<file path="src/rtl/gd_pkg.sv">
package gd_pkg;
  localparam int SMP_W = 24;
  typedef logic signed [SMP_W-1:0] smp_t;

  // Sum of two samples clamped to the signed range of smp_t.
  function automatic smp_t sat_add(smp_t a, smp_t b);
    logic signed [SMP_W:0] s;
    s = {a[SMP_W-1], a} + {b[SMP_W-1], b};
    if (s[SMP_W] != s[SMP_W-1])
      return s[SMP_W] ? {1'b1, {(SMP_W-1){1'b0}}} : {1'b0, {(SMP_W-1){1'b1}}};
    return s[SMP_W-1:0];
  endfunction
endpackage

</file>
<file path="src/rtl/gd_wrptr.sv">
module gd_wrptr #(
  parameter int DEPTH = 32,
  localparam int AW = $clog2(DEPTH)
) (
  input  logic          clk,
  input  logic          rst_n,
  input  logic          adv,
  output logic [AW-1:0] wr_ptr,
  output logic [AW:0]   fill
);
  always_ff @(posedge clk or negedge rst_n) begin
    if (!rst_n) begin
      wr_ptr <= '0;
      fill   <= '0;
    end else if (adv) begin
      wr_ptr <= wr_ptr + 1'b1;
      if (fill != (AW+1)'(DEPTH)) fill <= fill + 1'b1;
    end
  end
endmodule

</file>
<file path="src/rtl/gd_rdsel.sv">
module gd_rdsel #(
  parameter int DEPTH   = 32,
  parameter int MAX_DLY = 24,
  localparam int AW = $clog2(DEPTH)
) (
  input  logic [AW-1:0] cfg,
  input  logic [AW-1:0] wr_ptr,
  input  logic [AW:0]   fill,
  output logic [AW-1:0] rd_ptr,
  output logic          bypass,
  output logic          blank
);
  logic [AW-1:0] dly;

  always_comb begin
    dly    = (cfg > AW'(MAX_DLY)) ? AW'(MAX_DLY) : cfg;
    rd_ptr = wr_ptr - dly;
    bypass = (dly == '0);
    blank  = ({1'b0, dly} > fill);
  end
endmodule

</file>
<file path="src/rtl/gd_lane.sv">
module gd_lane
  import gd_pkg::*;
#(
  parameter int DEPTH = 32,
  localparam int AW = $clog2(DEPTH)
) (
  input  logic          clk,
  input  logic          rst_n,
  input  logic          wr_en,
  input  logic [AW-1:0] wr_ptr,
  input  logic [AW-1:0] rd_ptr,
  input  logic          bypass,
  input  logic          blank,
  input  smp_t          din,
  input  smp_t          mix,
  output smp_t          dout
);
  smp_t mem [DEPTH];
  smp_t tap;

  always_ff @(posedge clk) begin
    if (wr_en) mem[wr_ptr] <= din;
  end

  always_comb begin
    if (bypass)     tap = din;
    else if (blank) tap = '0;
    else            tap = mem[rd_ptr];
  end

  always_ff @(posedge clk or negedge rst_n) begin
    if (!rst_n)     dout <= '0;
    else if (wr_en) dout <= sat_add(tap, mix);
  end
endmodule

</file>
<file path="src/rtl/audio_gdly.sv">
module audio_gdly
  import gd_pkg::*;
#(
  parameter int NCH     = 4,
  parameter int DEPTH   = 32,
  parameter int MAX_DLY = 24,
  localparam int AW = $clog2(DEPTH)
) (
  input  logic               clk,
  input  logic               rst_n,
  input  logic               smp_valid,
  input  logic [AW-1:0]      delay_cfg,
  input  logic [NCH*SMP_W-1:0] aud_in,
  input  logic [SMP_W-1:0]   trk_in,
  input  logic [SMP_W-1:0]   lowlat_in,
  output logic               out_valid,
  output logic [NCH*SMP_W-1:0] aud_out,
  output logic [SMP_W-1:0]   trk_out
);
  logic [AW-1:0] wr_ptr;
  logic [AW:0]   fill;
  logic [AW-1:0] rd_ptr;
  logic          bypass;
  logic          blank;

  gd_wrptr #(.DEPTH(DEPTH)) u_wp (
    .clk(clk), .rst_n(rst_n), .adv(smp_valid), .wr_ptr(wr_ptr), .fill(fill)
  );

  gd_rdsel #(.DEPTH(DEPTH), .MAX_DLY(MAX_DLY)) u_rs (
    .cfg(delay_cfg), .wr_ptr(wr_ptr), .fill(fill),
    .rd_ptr(rd_ptr), .bypass(bypass), .blank(blank)
  );

  for (genvar k = 0; k < NCH; k++) begin : g_lane
    smp_t lane_q;
    gd_lane #(.DEPTH(DEPTH)) u_lane (
      .clk(clk), .rst_n(rst_n), .wr_en(smp_valid),
      .wr_ptr(wr_ptr), .rd_ptr(rd_ptr), .bypass(bypass), .blank(blank),
      .din(aud_in[k*SMP_W +: SMP_W]), .mix(lowlat_in), .dout(lane_q)
    );
    assign aud_out[k*SMP_W +: SMP_W] = lane_q;
  end

  always_ff @(posedge clk or negedge rst_n) begin
    if (!rst_n) begin
      out_valid <= 1'b0;
      trk_out   <= '0;
    end else begin
      out_valid <= smp_valid;
      if (smp_valid) trk_out <= trk_in;
    end
  end
endmodule

</file>
<file path="config.mk">
export PLATFORM = sky130hd
export DESIGN_NAME = audio_gdly
export DESIGN_NICKNAME = d
export VERILOG_FILES = /design/src/rtl/gd_pkg.sv /design/src/rtl/gd_wrptr.sv /design/src/rtl/gd_rdsel.sv /design/src/rtl/gd_lane.sv /design/src/rtl/audio_gdly.sv
export SDC_FILE = /design/constraint.sdc
export NUM_CORES = 2
export LEC_CHECK = 0
export BUFFER_PORTS_ARGS = -buffer_cell sky130_fd_sc_hd__buf_2
export CAP_MARGIN = 10
export CORE_ASPECT_RATIO = 0.7
export CORE_UTILIZATION = 30
export DETAILED_ROUTE_END_ITERATION = 8
export GPL_ROUTABILITY_DRIVEN = 0
export GPL_TIMING_DRIVEN = 0
export HOLD_SLACK_MARGIN = 0.05
export PLACE_DENSITY = 0.41
export SLEW_MARGIN = 30
export SYNTH_ARGS = -nofsm -noshare
export SYNTH_HDL_FRONTEND = slang
export SYNTH_SLANG_ARGS = --single-unit
</file>
<file path="constraint.sdc">
create_clock -name clk -period 13.7 [get_ports clk]
set_input_delay 3.425 -clock clk [delete_from_list [all_inputs] [get_ports clk]]
set_output_delay 3.425 -clock clk [all_outputs]
set_load 0.02 [all_outputs]
</file>
==> metrics.csv <==
stage,metric,value,unit
global_route,grt_max_degree,63,
pwr,p_per_area,272,nW/µm²
clock_tree,worstSkewPairLatency,930,ps
synth,synth_edf_count,3072,
route,vias_per_cell,5.21,
synth,synth_top_area_share,0.720,
clock_tree,cts_root_buffer,clkbuf_16,
sta,period_share,0.848,
clock_tree,ctsResizeCount,0,
route,num_vias,70737,
synth,synthFlopType,edfxtp_1,
synth,synth_sequential_area_ratio,0.746,
sta,postLayoutSetupSlackWorst,2090,ps
route,drc,0,
sta,setup_tns,0,ps
job,max_cap_viol_count,0,
die,row_count,200,
critical_path,critPathLaunchType,input pin,
critical_path,worstPathArrival,12470,ps
synth,syn_avg_cell_area,19.0,µm²
route,wl_per_cell,32.5,µm
pwr,vdd_ir_drop_max,179,µV
route,drt_iter0_markers,7489,
sta,rsz0062_at_grt,false,
critical_path,cp.required,14560,ps
layout,nets,7902,
clock_tree,hold_buffers,0,
global_route,grt_usage,0.202,
route,postRouteWirelength,442,mm
die,top_level_ports,273,
synth,yosys.area.top_type,edfxtp_1,
min_path,hp-class,flip-flop to flip-flop,
synth,ys_top_cells_by_area,"edfxtp_1 72%, mux4_2 14%, nand2_1 2.7%, dfrtp_1 2.6%, ha_1 1.1%",
sta,worst_slew_pin_slew,1090,ps
die,initial_core_util,0.302,
global_route,grt_pass1_wl,602,mm
sta,finalCriticalPeriod,11610,ps
synth,async_flop_share,0.0412,
placement,dp_hpwl,318,mm
sta,setup-violations-final,0,
layout,drive_gt1_frac,0.260,
clock_tree,clock_sinks,3204,
synth,yosys_warnings,0,
route,final_antenna_net_count,0,
clock_tree,post_cts_buffers,0,
die,die_w,783,µm
die,die-area,429000,µm²
sta,maxSlewHeadroom,0.268,
critical_path,slowest_stage,buf_2,
sta,skew,60.3,ps
route,dr.pass1.iters,5,
sta,drv_slew,0,
synth,synthCells,6743,
layout,post-route-util,0.365,
pwr,p_leak,50.4,nW
placement,dp.cells,12954,
sta,final_hold_viol_count,0,
critical_path,critPathMaxStageDelay,820,ps
synth,ys_ff_latch,3204,
clock_tree,cts_made_buffers,335,
global_route,grt_pass1_vias,70911,
placement,dp_slack,1340,ps
placement,io_buffers,271,
critical_path,critPathCaptureType,flip-flop,
synth,yosysUniqueCellTypes,78,
layout,stdcell_area,155000,µm²
die,die_h,549,µm
critical_path,crit_type,input pin to flip-flop,
die,core_area,424000,µm²
synth,syn_area,128000,µm²
sta,hold_ws,482,ps
layout,layoutNonFillerInstCount,13572,
sta,fmax,86.1,MHz
clock_tree,h-tree-depth,5,
clock_tree,clk_pin_slew_worst_paths,70,ps
synth,syn-num-nets,7010,
critical_path,crit_fanout,10,
clock_tree,cts_tree,built,
placement,dpl_cell_area,144000,µm²
global_route,grt.overflow.total,0,
clock_tree,clockBufferDepth,4,
global_route,grt_antenna_before_repair,46,
layout,fillerInstances,39364,
status,status,"finished, final reports clean",
layout,area_growth,20.9,%
pwr,finalPower,42.2,mW
[state kept, by name, summed over array words and instances (netlist names)]
signal / count
g_lane.u_lane.mem: 3072
g_lane.u_lane.dout: 96
trk_out: 24
u_wp.fill: 6
u_wp.wr_ptr: 5
out_valid: 1
[critical path, delay by kind of cell]
| family | cells | cell delay [ps] |
|---|---|---|
| AO/OA/AOI/OAI | 8 | 2450 |
| adder cells (fa/ha/maj) | 3 | 1160 |
| multiplexers | 1 | 190 |
| XOR/XNOR | 1 | 270 |
| buffers and inverters | 7 | 2780 |
| AND/OR/NAND/NOR | 9 | 2130 |
[metal layers]
layer / GRT usage / part of all wire / vias up
met5: 0 / 0.00012 / -
met4: 0.0500 / 0.028 / 8
met3: 0.0296 / 0.060 / 540
met2: 0.301 / 0.44 / 2329
met1: 0.308 / 0.47 / 38589
li1: - / - / 29271
[worst paths after layout]
kind / cells past startpoint / endpoint / startpoint / slack, ps
hold reg to reg: 1 / g_lane[1].u_lane.dout[21]$_DFFE_PN0P_ / g_lane[1].u_lane.dout[21]$_DFFE_PN0P_ / 480
min in group asynchronous: 1 / trk_out[17]$_DFFE_PN0P_ / rst_n / 2350
max in group asynchronous: 2 / u_wp.fill[5]$_DFFE_PN0P_ / rst_n / 10610
setup reg to reg: 26 / g_lane[3].u_lane.dout[4]$_DFFE_PN0P_ / u_wp.wr_ptr[0]$_DFFE_PN0P_ / 4720
hold / removal: 1 / g_lane[1].u_lane.dout[21]$_DFFE_PN0P_ / g_lane[1].u_lane.dout[21]$_DFFE_PN0P_ / 480
setup / recovery: 29 / g_lane[3].u_lane.dout[4]$_DFFE_PN0P_ / delay_cfg[3] / 2090
[cells in the mapped netlist, types with 22 or more instances]
master / number
mux2_2: 25
clkbuf_1: 258
dfrtp_1: 132
o21ai_1: 35
o2bb2ai_1: 41
buf_2: 85
o21ai_0: 103
nand2_1: 927
xnor2_1: 52
o22a_1: 22
inv_1: 23
a21o_1: 41
edfxtp_1: 3072
mux4_2: 768
a311oi_1: 99
and3_1: 105
nor2_1: 132
xor2_1: 40
a21oi_1: 105
nand3_1: 204
buf_1: 30
a31oi_1: 109
ha_1: 110
[logic make-up (layout without fill, tap and decap cells)]
group / count (synthesis) / after routing / share of synthesized area
AOI/OAI and AO/OA: 670 / 670 / 0.0364
xor gates and xnor gates: 92 / 92 / 0.00629
adders and majority gates: 115 / 115 / 0.0115
buffers and inverters: 403 / 1553 / 0.0130
DFF: 3204 / 3204 / 0.746
muxes: 796 / 796 / 0.138
other: 0 / 23 / 0
and+or+nand+nor: 1463 / 1463 / 0.0489
[power breakdown]
part | internal (mW) | leakage [nW] | switching (mW)
Sequential | 11.5 | 29.2 | 0.325
Combinational | 7.24 | 16.0 | 14.1
Clock | 5.12 | 5.18 | 3.92
[layout by cell type (no fill, tap or decap), types with 52 or more instances in the layout]
cell       count
edfxtp_1    3072
nand2_1      927
mux4_2       768
buf_2        364
clkbuf_16    341
clkbuf_1     294
buf_16       225
nand3_1      204
dfrtp_1      132
ha_1         110
a31oi_1      108
a21oi_1      105
and3_1       105
nor2_1        99
a311oi_1      94
o21ai_0       75
clkinv_2      62
clkinv_1      61
o21ai_1       52
[final cells by class]
type	count	area [µm²]	share of cell area
Antenna cell	23	57.6	0.000372
Buffer	380	1670	0.0108
Clock buffer	415	8880	0.0574
Clock inverter	180	1700	0.0110
Inverter	23	86.3	0.000558
Multi-Input combinational cell	3136	31200	0.202
Sequential cell	3204	95600	0.617
Tap cell	5656	7080	0.0457
Timing Repair Buffer	555	8600	0.0555
Note: power is estimated with default switching activity, not from simulation.
